[src/rtl/dma_agen_pkg.sv]
package dma_agen_pkg;

   typedef enum logic [1:0] {
      SZ_1B = 2'd0,
      SZ_2B = 2'd1,
      SZ_4B = 2'd2,
      SZ_8B = 2'd3
   } xfer_size_e;

   // Per-cycle action for one address side; priority is resolved in the top.
   typedef enum logic [1:0] {
      UPD_HOLD = 2'd0,
      UPD_LOAD = 2'd1,
      UPD_STEP = 2'd2,
      UPD_ADJ  = 2'd3
   } upd_e;

   function automatic logic [3:0] size_to_bytes(input xfer_size_e s);
      return 4'd1 << s;
   endfunction

endpackage

[src/rtl/dma_agen_iter.sv]
module dma_agen_iter #(
   parameter int CNTW = 15
) (
   input  logic            clk,
   input  logic            rst_n,
   input  logic            load,
   input  logic [CNTW-1:0] begin_cnt,
   input  logic            minor_done,
   output logic            final_iter,
   output logic            major_done
);

   logic [CNTW-1:0] begin_q;
   logic [CNTW-1:0] cur_q;

   // A count of zero or one means the running iteration is the last one.
   assign final_iter = (cur_q <= CNTW'(1));

   always_ff @(posedge clk or negedge rst_n) begin
      if (!rst_n) begin
         begin_q    <= '0;
         cur_q      <= '0;
         major_done <= 1'b0;
      end else begin
         major_done <= 1'b0;
         if (load) begin
            begin_q <= begin_cnt;
            cur_q   <= begin_cnt;
         end else if (minor_done) begin
            if (final_iter) begin
               cur_q      <= begin_q;
               major_done <= 1'b1;
            end else begin
               cur_q <= cur_q - CNTW'(1);
            end
         end
      end
   end

endmodule

[src/rtl/dma_agen_side.sv]
module dma_agen_side
   import dma_agen_pkg::*;
#(
   parameter int AW      = 32,
   parameter int OFFW    = 16,
   parameter int MODW    = 5,
   parameter bit USE_MOD = 1'b1
) (
   input  logic            clk,
   input  logic            rst_n,
   input  upd_e            upd,
   input  logic [AW-1:0]   start,
   input  logic [1:0]      size,
   input  logic [OFFW-1:0] step,
   input  logic [MODW-1:0] modx,
   input  logic [AW-1:0]   adj,
   output logic [AW-1:0]   addr,
   output logic [1:0]      size_q,
   output logic [MODW-1:0] mod_q,
   output logic [AW-1:0]   adj_q
);

   logic [OFFW-1:0] step_q;
   logic [AW-1:0]   step_ext;
   logic [AW-1:0]   sum;
   logic [AW-1:0]   stepped;

   assign step_ext = AW'(signed'(step_q));
   assign sum      = addr + step_ext;

   generate
      if (USE_MOD) begin : g_mod
         logic [AW-1:0] keep_low;
         assign keep_low = (mod_q == '0) ? {AW{1'b1}} : ~({AW{1'b1}} << mod_q);
         assign stepped  = (sum & keep_low) | (addr & ~keep_low);
      end else begin : g_flat
         assign stepped = sum;
      end
   endgenerate

   always_ff @(posedge clk or negedge rst_n) begin
      if (!rst_n) begin
         addr   <= '0;
         size_q <= '0;
         step_q <= '0;
         mod_q  <= '0;
         adj_q  <= '0;
      end else begin
         unique case (upd)
            UPD_LOAD: begin
               addr   <= start;
               size_q <= size;
               step_q <= step;
               mod_q  <= modx;
               adj_q  <= adj;
            end
            UPD_STEP: addr <= stepped;
            UPD_ADJ:  addr <= addr + adj_q;
            default:  ;
         endcase
      end
   end

endmodule

[src/rtl/dma_agen.sv]
module dma_agen
   import dma_agen_pkg::*;
#(
   parameter int AW      = 32,
   parameter int OFFW    = 16,
   parameter int CNTW    = 15,
   parameter bit USE_MOD = 1'b1,
   localparam int MODW   = $clog2(AW)
) (
   input  logic            clk,
   input  logic            rst_n,
   input  logic            load,
   input  logic [AW-1:0]   src_start,
   input  logic [1:0]      src_size,
   input  logic [OFFW-1:0] src_step,
   input  logic [MODW-1:0] src_mod,
   input  logic [AW-1:0]   src_adj,
   input  logic [AW-1:0]   dst_start,
   input  logic [1:0]      dst_size,
   input  logic [OFFW-1:0] dst_step,
   input  logic [MODW-1:0] dst_mod,
   input  logic [AW-1:0]   dst_adj,
   input  logic [CNTW-1:0] begin_cnt,
   input  logic            xfer_done,
   input  logic            minor_done,
   output logic [AW-1:0]   src_addr,
   output logic [AW-1:0]   dst_addr,
   output logic [3:0]      src_bytes,
   output logic [3:0]      dst_bytes,
   output logic            major_done
);

   localparam int NSIDE = 2;

   generate
      if (AW < 8 || AW > 64) begin : g_bad_aw
         $error("dma_agen: AW out of range");
      end
      if (OFFW < 2 || OFFW >= AW) begin : g_bad_offw
         $error("dma_agen: OFFW must be below AW");
      end
      if (CNTW < 2) begin : g_bad_cntw
         $error("dma_agen: CNTW too small");
      end
   endgenerate

   logic final_iter;
   upd_e upd;

   logic [AW-1:0]   start_a [NSIDE];
   logic [1:0]      size_a  [NSIDE];
   logic [OFFW-1:0] step_a  [NSIDE];
   logic [MODW-1:0] mod_a   [NSIDE];
   logic [AW-1:0]   adj_a   [NSIDE];
   logic [AW-1:0]   addr_a  [NSIDE];
   logic [1:0]      sizeq_a [NSIDE];
   logic [MODW-1:0] modq_a  [NSIDE];
   logic [AW-1:0]   adjq_a  [NSIDE];

   logic [MODW-1:0] src_mod_q;
   logic [AW-1:0]   src_adj_q;
   logic [AW-1:0]   dst_adj_q;

   assign start_a[0] = src_start;
   assign start_a[1] = dst_start;
   assign size_a[0]  = src_size;
   assign size_a[1]  = dst_size;
   assign step_a[0]  = src_step;
   assign step_a[1]  = dst_step;
   assign mod_a[0]   = src_mod;
   assign mod_a[1]   = dst_mod;
   assign adj_a[0]   = src_adj;
   assign adj_a[1]   = dst_adj;

   dma_agen_iter #(.CNTW(CNTW)) u_iter (
      .clk        (clk),
      .rst_n      (rst_n),
      .load       (load),
      .begin_cnt  (begin_cnt),
      .minor_done (minor_done),
      .final_iter (final_iter),
      .major_done (major_done)
   );

   // Load beats completion, completion beats an element step.
   always_comb begin
      if (load)                          upd = UPD_LOAD;
      else if (minor_done && final_iter) upd = UPD_ADJ;
      else if (xfer_done)                upd = UPD_STEP;
      else                               upd = UPD_HOLD;
   end

   for (genvar g = 0; g < NSIDE; g++) begin : g_side
      dma_agen_side #(
         .AW(AW), .OFFW(OFFW), .MODW(MODW), .USE_MOD(USE_MOD)
      ) u_side (
         .clk    (clk),
         .rst_n  (rst_n),
         .upd    (upd),
         .start  (start_a[g]),
         .size   (size_a[g]),
         .step   (step_a[g]),
         .modx   (mod_a[g]),
         .adj    (adj_a[g]),
         .addr   (addr_a[g]),
         .size_q (sizeq_a[g]),
         .mod_q  (modq_a[g]),
         .adj_q  (adjq_a[g])
      );
   end

   assign src_addr  = addr_a[0];
   assign dst_addr  = addr_a[1];
   assign src_bytes = size_to_bytes(xfer_size_e'(sizeq_a[0]));
   assign dst_bytes = size_to_bytes(xfer_size_e'(sizeq_a[1]));
   assign src_mod_q = modq_a[0];
   assign src_adj_q = adjq_a[0];
   assign dst_adj_q = adjq_a[1];

endmodule

[config.mk]
export PLATFORM = sky130hd
export DESIGN_NAME = dma_agen
export DESIGN_NICKNAME = d
export VERILOG_FILES = /design/src/rtl/dma_agen_pkg.sv /design/src/rtl/dma_agen_iter.sv /design/src/rtl/dma_agen_side.sv /design/src/rtl/dma_agen.sv
export SDC_FILE = /design/constraint.sdc
export NUM_CORES = 1
export LEC_CHECK = 0
export BUFFER_PORTS_ARGS = -buffer_cell sky130_fd_sc_hd__buf_2
export CORE_MARGIN = 10
export CORE_UTILIZATION = 63
export DETAILED_ROUTE_END_ITERATION = 8
export GPL_TIMING_DRIVEN = 0
export PLACE_DENSITY_LB_ADDON = 0.2
export SYNTH_ARGS = -nofsm -noshare
export SYNTH_HDL_FRONTEND = slang
export SYNTH_SLANG_ARGS = --single-unit
export TNS_END_PERCENT = 5
[constraint.sdc]
create_clock -name clk -period 4.4 [get_ports clk]
set_input_delay 0.88 -clock clk [delete_from_list [all_inputs] [get_ports clk]]
set_output_delay 0.88 -clock clk [all_outputs]
set_load 0.005 [all_outputs]
==> reports/qor.csv, run 1 <==
metric,value,unit
die_x,182,microns
crit_fanout,19,
post-synth-top-count-cell,dfrtp_1,
nFillCells,1928,
drive_gt1_share,20.4,%
fmax,0.267,GHz
post-route-min-period,3.75,ns
clock-sinks,205,
dieHeight,182,microns
hold_buffers,0,
hold_ws,0.366,ns
routed_wl,64.6,mm
fin_crit_sh,85.2,%
antenna_found_initial,2,
worst_setup_path_start_kind,flip-flop,
via_count,17624,
syn_to_final_growth,16.0,%
gp_congestion,1.05,
avgSynthCellArea,8.52,sq um
track_usage,37.1,%
ys_dominant_reg_cell,dfrtp_1,
synth_common_cells,"205 x dfrtp_1, 191 x a21oi_1, 179 x nand2_1, 167 x o21ai_0, 142 x nor2_1",
critPathArrivalTime,4.18,ns
wl_per_cell,25.0,microns
drv_slew,0,
hold_viol_final,0,
ff2ff_setup_slack,0.65,ns
numCtsBuffers,25,
synthArstFlopShare,100,%
nets,2550,
overflow,0,
portBuffers,265,
final_antenna_net_count,0,
cts_setup_buffers,0,
p_leak,0.00879,uW
clkLatencyLatePin,0.57,ns
io_pins,267,
endpoint_kind,flip-flop,
cts.repair.resized,0,
r2r_start,g_side[1].u_side.step_q[15],
ys_seq_elements,205,
grt_first_pass_wirelength,97.9,mm
yosysUniqueCellTypes,81,
drc_errors,0,
drv_cap,0,
routed_via_density,6.83,
dp_hpwl,48.2,mm
synth_top_cell_by_area,dfrtp_1,
maxSlewHeadroom,26.5,%
cts_max_level,1,
synth_area,16500,sq um
hold_path.class,in2async,
tns,0,ns
outcome,"finished, final reports clean",
grt_pass1_vias,17680,
final_cell_count_no_fill,2580,
cp.required,4.83,ns
synth.top_cell.area_share,31.2,%
yosys-top-cells-area,"dfrtp_1 31%, ha_1 9.6%, mux2_2 7.7%, a21oi_1 5.8%, o21ai_0 5.1%",
worst_pin_slew,1.10,ns
grt_max_degree,108,
worst-setup-path-type,reg2reg,
dr.pass1.iters,6,
core_area,25900,sq um
cts-root-buf,clkbuf_16,
rr_worst_depth,12,
dieArea,33000,sq um
ys_seq_area_share,31.2,%
rows,59,
rr_endpoint,g_side[1].u_side.addr[30],
syn-instance-count,1933,
placedCellCount,2534,
clk_pin_slew,0.06,ns
setup_viol,0,
worst_clock_skew,0.0263,ns
synth_nets,2257,
cellPowerDensity,434,nW/um^2
synth_enable_flop_cells,0,
dr.first_iter.drc_count,2025,
ir_worst_vdd,0.000421,V
ys_warn_count,0,
clockBufferDepth,3,
floorplan.initialDensity,63.5,%
rsz0062_at_grt,no,
power,8300,uW
tritoncts,built,
[flip-flops by register name, indices dropped and copies added (netlist names)]
name	flops
g_side.u_side.size_q	4
u_iter.major_done	1
u_iter.cur_q	15
g_side.u_side.mod_q	10
g_side.u_side.adj_q	64
g_side.u_side.addr	64
g_side.u_side.step_q	32
u_iter.begin_q	15
[how the worst max path moves through the flow]
stage / start / to / cells after the start
after CTS: g_side[1].u_side.step_q[15] / g_side[1].u_side.addr[30] / 12
final: g_side[1].u_side.step_q[15] / g_side[1].u_side.addr[30] / 12
after detailed placement: g_side[1].u_side.step_q[15] / g_side[1].u_side.addr[30] / 12
after global routing: g_side[1].u_side.step_q[15] / g_side[1].u_side.addr[30] / 12
after global placement: rst_n / g_side[1].u_side.size_q[0] / 1
after floorplan: g_side[1].u_side.addr[0] / g_side[1].u_side.addr[30] / 12
[where the power goes]
part | internal [uW] | switching, uW | total [uW]
clock network | 1280 | 905 | 2190
registers | 2110 | 289 | 2400
logic | 1520 | 2190 | 3710
[per-stage QoR]
stage,worst slack [ns],utilization [%],cell area [sq um]
after detailed placement,0.773,70.4,18200
after global placement,-1.00,70.3,18200
after global routing,0.271,73.7,19100
final,0.651,73.7,19100
after floorplan,1.47,-,16500
after CTS,0.723,73.7,19100
[layer usage]
metal	up-vias	share of wire [%]	track usage [%]
li1	7745	-	-
met1	8295	37	44.0
met2	1256	45	59.7
met3	326	10	8.63
met4	2	7.2	23.1
met5	-	0.017	0
[cell families (layout without fill, tap and decap cells)]
logic type | after synthesis | in the layout | synth area share (%)
AO/OA/AOI/OAI | 682 | 682 | 26.2
XOR/XNOR | 105 | 105 | 5.59
adder cells (fa/ha/maj) | 130 | 130 | 10.1
buffers and inverters | 154 | 465 | 3.61
flip-flops | 205 | 205 | 31.2
multiplexers | 129 | 129 | 8.70
other | 0 | 1 | 0
AND/OR/NAND/NOR | 528 | 528 | 14.7
[worst max-delay path, cell delays in order (launching register included)]
cell and delay [ns]:
dfrtp_1 0.85, ha_1 0.37, clkbuf_1 0.20, a21o_1 0.20, a21o_1 0.17, a21oi_1 0.19
nand3_1 0.12, nor3b_1 0.44, nor4_1 0.18, o221ai_1 0.28, xnor2_1 0.15, nor3_1 0.10
nor4_1 0.36
[layout by cell type (no fill, tap or decap), drive strengths merged, types with 9 or more instances in the layout]
master / instances
nor4: 9
and2: 9
a21oi: 194
dfrtp: 205
a31oi: 35
mux2: 113
o211ai: 16
o22a: 9
xor2: 35
nand2b: 13
nand4: 18
a22oi: 16
and3: 15
a21o: 69
ha: 126
o31ai: 10
nand3: 54
nor2b: 20
a211oi: 17
o22ai: 27
clkbuf: 114
or3: 18
nor2: 143
o21bai: 13
o21a: 22
xnor2: 70
o21ai: 176
mux2i: 16
inv: 60
nor3: 35
buf: 280
nand2: 179
[layout make-up]
class / count / area, sq um / area share [%]
repair buffers: 266 / 1360 / 7.14
inverters: 61 / 229 / 1.20
plain buffers: 93 / 365 / 1.91
diodes: 1 / 2.50 / 0.0131
multi-input cells: 1574 / 10700 / 56.2
well taps: 335 / 419 / 2.19
clock buffers: 35 / 733 / 3.84
flip-flops and latches: 205 / 5130 / 26.9
clock inverters: 10 / 120 / 0.629
Note: power is estimated with default switching activity, not from simulation.
==> run 2: changes to the inputs <==
--- a/config.mk
+++ b/config.mk
@@ -10,6 +10,7 @@
 export CORE_UTILIZATION = 63
 export DETAILED_ROUTE_END_ITERATION = 8
 export GPL_TIMING_DRIVEN = 0
+export MAX_ROUTING_LAYER = met4
 export PLACE_DENSITY_LB_ADDON = 0.2
 export SYNTH_ARGS = -nofsm -noshare
 export SYNTH_HDL_FRONTEND = slang
==> reports/qor.csv, run 2 (synthesis gave the netlist of run 1 again) <==
metric,value,unit,change
rows,59,,unchanged
wl_per_cell,25.0,microns,about the same
cts_setup_buffers,0,,unchanged
rsz0062_at_grt,no,,unchanged
io_pins,267,,unchanged
intPower,5160,uW,was 4910 uW
endpoint_kind,flip-flop,,unchanged
drc_errors,0,,unchanged
track_usage,38.4,%,was 37.1%
p_leak,0.00883,uW,was 0.00879 uW
routed_wl,64.7,mm,was 64.6 mm
mostFrequentLayoutCell,buf_2,,unchanged
maxSlewHeadroom,18.0,%,was 26.5%
tritoncts,built,,unchanged
cellPowerDensity,445,nW/um^2,was 434 nW/um^2
max_stage_delay,0.89,ns,was 0.85 ns
antenna_found_initial,2,,unchanged
critPathArrivalTime,4.27,ns,was 4.18 ns
drv_cap,0,,unchanged
nFillCells,1947,,was 1928
dieHeight,182,microns,unchanged
fmax,0.261,GHz,was 0.267 GHz
top_regs,"g_side.u_side.addr: 64 flops, g_side.u_side.adj_q: 64 flops, g_side.u_side.step_q: 32 flops",,unchanged
seqCellArea,5130,sq um,unchanged
hold_viol_final,0,,unchanged
drive_gt1_share,20.4,%,unchanged
nets,2550,,unchanged
cts.repair.resized,0,,unchanged
final_antenna_net_count,0,,unchanged
hold_path.class,in2async,,unchanged
fin_crit_sh,86.9,%,was 85.2%
crit_fanout,10,,was 19
grt_first_pass_wirelength,98.5,mm,was 97.9 mm
power.share.clock,28.5,%,was 26.4%
cts-root-buf,clkbuf_16,,unchanged
p_sw,3380,uW,about the same
grt_pass1_vias,17608,,was 17680
gp_congestion,1.05,,about the same
worst_path_max_delay_cell,nor2_1,,was dfrtp_1
clock-sinks,205,,unchanged
dieArea,33000,sq um,unchanged
crit_chain,inv_1 > ha_1 > o2111a_1 > nand3_1 > nand2_1 > nor2_1 > clkbuf_1 > nor2_1 > o22a_1,,was ha_1 > clkbuf_1 > a21o_1 > a21o_1 > a21oi_1 > nand3_1 > nor3b_1 > nor4_1 > o221ai_1 > xnor2_1 > nor3_1 > nor4_1
worst_pin_slew,1.23,ns,was 1.10 ns
portBuffers,265,,unchanged
die_x,182,microns,unchanged
p_comb_share,43.4,%,was 44.7%
hold_buffers,0,,unchanged
drv_slew,0,,unchanged
pwr-share-seq,28.1,%,was 28.9%
cts_max_level,1,,unchanged
clockBufferDepth,3,,unchanged
hold_ws,0.292,ns,was 0.366 ns
worst_setup_path_start_kind,flip-flop,,unchanged
tns,0,ns,unchanged
cp.required,4.84,ns,was 4.83 ns
routed_via_density,6.82,,was 6.83
syn_to_final_growth,16.7,%,was 16.0%
overflow,0,,unchanged
ir_worst_vdd,0.000406,V,was 0.000421 V
cp_common_cell,nor2_1,,
clk_pin_slew,0.06,ns,about the same
worst-setup-path-type,reg2reg,,unchanged
floorplan.initialDensity,63.5,%,unchanged
setup_viol,0,,unchanged
worst_clock_skew,0.0212,ns,was 0.0263 ns
outcome,"finished, final reports clean",,unchanged
multi_input_area,10700,sq um,unchanged
numCtsBuffers,25,,unchanged
dp_hpwl,47.8,mm,was 48.2 mm
dr.pass1.iters,6,,unchanged
grt_max_degree,123,,was 108
clkLatencyLatePin,0.57,ns,about the same
final_cell_mix,"274 x buf_2, 205 x dfrtp_1, 191 x a21oi_1, 179 x nand2_1, 167 x o21ai_0",,unchanged
dr.first_iter.drc_count,2143,,was 2025
via_count,17614,,was 17624
core_area,25900,sq um,unchanged
switching_share,39.6,%,was 40.8%
post-route-min-period,3.82,ns,was 3.75 ns
[run 2: worst paths after layout]
path / slack, ns / start / end / cells past startpoint
setup / recovery: 0.58 / u_iter.cur_q[1] / g_side[0].u_side.addr[4] / 9
hold / removal: 0.29 / rst_n / g_side[0].u_side.adj_q[10] / 1
setup reg to reg: 0.58 / u_iter.cur_q[1] / g_side[0].u_side.addr[4] / 9
hold reg to reg: 0.51 / g_side[0].u_side.adj_q[7] / g_side[0].u_side.adj_q[7] / 1
max in group asynchronous: 3.04 / rst_n / g_side[1].u_side.mod_q[4] / 2
min in group clk: 0.51 / g_side[0].u_side.adj_q[7] / g_side[0].u_side.adj_q[7] / 1
[run 2: through the flow]
stage / total power [uW] / instances / cell area [sq um] / util [%] / worst slack (ns)
floorplan: 4910 / 1933 / 16500 / - / 1.47
global placement: 5850 / 2533 / 18200 / 70.3 / -1.01
detailed placement: 5950 / 2534 / 18200 / 70.4 / 0.642
CTS: 8410 / 2579 / 19200 / 74.1 / 0.738
global route: 8940 / 2581 / 19200 / 74.1 / 0.518
finish: 8540 / 2583 / 19200 / 74.1 / 0.575
[run 2: power by group through the flow]
stage / logic, uW / clock network (uW) / registers (uW)
floorplan: 2580 / 0 / 2330
global placement: 3440 / 0 / 2400
detailed placement: 3540 / 0 / 2410
CTS: 3610 / 2420 / 2380
global route: 4020 / 2500 / 2420
finish: 3710 / 2430 / 2400
[run 2: worst max-delay path, delay by kind of cell, from the launching register on]
family	cells	cell delay, ns
AND/OR/NAND/NOR	4	1.71
buffers and inverters	2	0.85
AO/OA/AOI/OAI	2	0.52
flip-flops	1	0.42
adder cells (fa/ha/maj)	1	0.18
[run 2: area by class of cell]
| type | instances | area share, % |
|---|---|---|
| multi-input combinational | 1574 | 55.9 |
| clock inverter | 13 | 1.36 |
| timing repair buffer | 266 | 7.10 |
| tap | 335 | 2.18 |
| sequential | 205 | 26.7 |
| buffer | 93 | 1.90 |
| inverter | 61 | 1.19 |
| clock buffer | 32 | 3.60 |
| antenna | 4 | 0.0521 |
[run 2: routing by layer]
layer  wire (microns)  global-route usage, %  vias to the layer above
met5                0                      -                        -
met2            29300                   60.6                     1242
met1            24500                   45.6                     8334
met4             4350                   21.5                        0
met3             6440                   7.12                      310
li1                 -                      -                     7728
==> run 3: changes to the inputs <==
--- a/config.mk
+++ b/config.mk
@@ -7,9 +7,10 @@
 export LEC_CHECK = 0
 export BUFFER_PORTS_ARGS = -buffer_cell sky130_fd_sc_hd__buf_2
 export CORE_MARGIN = 10
-export CORE_UTILIZATION = 63
+export CORE_UTILIZATION = 53
 export DETAILED_ROUTE_END_ITERATION = 8
 export GPL_TIMING_DRIVEN = 0
+export HOLD_SLACK_MARGIN = 0.1
 export MAX_ROUTING_LAYER = met4
 export PLACE_DENSITY_LB_ADDON = 0.2
 export SYNTH_ARGS = -nofsm -noshare
==> constraint.sdc (replaced) <==
create_clock -name clk -period 3.1 [get_ports clk]
set_input_delay 0.62 -clock clk [delete_from_list [all_inputs] [get_ports clk]]
set_output_delay 0.62 -clock clk [all_outputs]
set_load 0.005 [all_outputs]
==> reports/qor.csv, run 3 (synthesis gave the netlist of run 1 again) <==
metric,value,unit,change
dpl_cell_area,18300,sq um,was 18200 sq um
mostFrequentLayoutCell,buf_2,,unchanged
dr.first_iter.drc_count,1748,,was 2143
drive_gt1_share,25.5,%,was 20.4%
die_x,196,microns,was 182 microns
dieHeight,196,microns,was 182 microns
io_pins,267,,unchanged
drc_errors,0,,unchanged
post-route-min-period,3.23,ns,was 3.82 ns
worst_setup_path_start_kind,flip-flop,,unchanged
endpoint_kind,flip-flop,,unchanged
cts-root-buf,clkbuf_16,,unchanged
final_cell_mix,"275 x buf_2, 192 x dfrtp_1, 182 x a21oi_1, 175 x nand2_1, 156 x o21ai_0",,"was 274 x buf_2, 205 x dfrtp_1, 191 x a21oi_1, 179 x nand2_1, 167 x o21ai_0"
wl_per_cell,25.1,microns,was 25.0 microns
clock-sinks,205,,unchanged
crit_fanout,4,,was 10
top_regs,"g_side.u_side.addr: 64 flops, g_side.u_side.adj_q: 64 flops, g_side.u_side.step_q: 32 flops",,unchanged
fmax,0.310,GHz,was 0.261 GHz
critPathBufInv,1,,was 2
setup_ws,-0.131,ns,was 0.575 ns
gp_congestion,1.01,,was 1.05
fin_crit_sh,104,%,was 86.9%
setup_viol,9,,was 0
cts_max_level,1,,unchanged
cp.required,3.52,ns,was 4.84 ns
floorplan.initialDensity,53.8,%,was 63.5%
clockBufferDepth,3,,unchanged
rsz0062_at_grt,yes,,was no
worst-setup-path-type,reg2reg,,unchanged
routed_wl,66.9,mm,was 64.7 mm
via_count,17314,,was 17614
nets,2573,,was 2550
ir_worst_vdd,0.000409,V,was 0.000406 V
maxSlewHeadroom,32.4,%,was 18.0%
ff2ff_setup_slack,-0.13,ns,was 0.58 ns
dr.pass1.iters,6,,unchanged
hold_viol_final,0,,unchanged
nFillCells,2656,,was 1947
clk_pin_slew,0.07,ns,was 0.06 ns
grt_max_degree,82,,was 123
tns,-0.449,ns,was 0 ns
worst_path_max_delay_cell,dfrtp_2,,was nor2_1
fin_util,65.2,%,was 74.1%
dieArea,38500,sq um,was 33000 sq um
antenna_found_initial,1,,was 2
numCtsBuffers,25,,unchanged
syn_to_final_growth,21.2,%,was 16.7%
drv_cap,0,,unchanged
grt_pass1_vias,17282,,was 17608
portBuffers,265,,unchanged
core_area,30600,sq um,was 25900 sq um
hold_path.class,in2reg,,was in2async
final_antenna_net_count,0,,unchanged
drv_slew,0,,unchanged
cellPowerDensity,614,nW/um^2,was 445 nW/um^2
final_area,19900,sq um,was 19200 sq um
worst_pin_slew,1.01,ns,was 1.23 ns
grt_first_pass_wirelength,100,mm,was 98.5 mm
p_leak,0.00898,uW,was 0.00883 uW
dp_hpwl,50.6,mm,was 47.8 mm
outcome,"complete, but fails checks",,"was finished, final reports clean"
clkLatencyLatePin,0.57,ns,about the same
crit_chain,ha_2 > inv_1 > fa_2 > nor2b_1 > o31a_1 > o32ai_4 > o31ai_4 > a311oi_2 > a211o_1 > o211ai_1 > o31ai_2 > a22oi_1 > a21oi_1,,was inv_1 > ha_1 > o2111a_1 > nand3_1 > nand2_1 > nor2_1 > clkbuf_1 > nor2_1 > o22a_1
routed_via_density,6.50,,was 6.82
rows,64,,was 59
critPathArrivalTime,3.65,ns,was 4.27 ns
crit_family,compound AO/OA/AOI/OAI gates,,was simple AND/OR/NAND/NOR gates
max_stage_delay,0.41,ns,was 0.89 ns
violations,negative setup slack,,
worst_clock_skew,0.0314,ns,was 0.0212 ns
tritoncts,built,,unchanged
overflow,0,,unchanged
track_usage,33.8,%,was 38.4%
## run 3: changes by cell type in the layout (fill, tap and decap cells not counted), moves of 8 or more
cell | before | now
buf_4 | 1 | 26
dfrtp_2 | 0 | 11
ha_1 | 126 | 108
a21oi_2 | 3 | 11
clkbuf_1 | 82 | 72
ha_4 | 0 | 11
a21oi_1 | 191 | 182
o21ai_0 | 167 | 156
dfrtp_1 | 205 | 192
## run 3: what timing repair did
item | in CTS | in global routing
hold endpoints to repair | 50 | 0
pin swaps | 16 | 30
endpoints found under the setup margin | 65 | 57
gates resized for setup | 58 | 83
cloned | 0 | 0
setup buffers | 6 | 18
hold buffers | 1 | 0
## run 3: layout make-up
type                       count  area [sq um]  area share (%)
tap                          396           495            2.48
clock buffer                  35           703            3.52
buffer                        90           375            1.88
multi-input combinational   1574         11300            56.5
clock inverter                10           148           0.740
antenna                        1          2.50          0.0125
inverter                      61           229            1.15
timing repair buffer         292          1580            7.93
sequential                   205          5150            25.8
## run 3: worst register-to-register path: cells and delay by family, from the launching register on
family,cells,cell delay [ns]
AOI/OAI and AO/OA,9,1.91
and+or+nand+nor,1,0.15
DFF,1,0.41
adders and majority gates,2,0.57
buffers and inverters,1,0.06
## run 3: metal layers
metal	wire length, microns	up-vias	global-route usage [%]
met5	0	-	-
met4	2660	0	12.5
met3	5790	194	5.51
met2	31300	955	54.3
met1	27100	8360	42.2
li1	-	7805	-
## run 3: where the power goes
part,internal (uW),total (uW),switching [uW]
clock network,1840,3130,1290
logic,2410,5700,3290
registers,3000,3430,429
## run 3: path summary, 6_finish.rpt
check,start,end,depth (start not counted)
setup / recovery,g_side[0].u_side.addr[0],g_side[0].u_side.addr[30],13
hold / removal,src_adj[16],g_side[0].u_side.adj_q[16],2
setup reg to reg,g_side[0].u_side.addr[0],g_side[0].u_side.addr[30],13
hold reg to reg,u_iter.begin_q[13],u_iter.begin_q[13],1
max in group asynchronous,rst_n,g_side[0].u_side.step_q[15],3
min in group asynchronous,rst_n,g_side[0].u_side.adj_q[8],2
## run 3: stage by stage
step                std cells  power (uW)  hold WS [ns]  setup slack (ns)
CTS                      2647       11800         0.276            -0.135
finish                   2664       12300         0.282            -0.131
floorplan                1933        6970         0.324             0.171
detailed placement       2596        8520         0.500            -0.567
global placement         2594        8410         0.489             -2.22
global route             2664       12900         0.280            -0.168
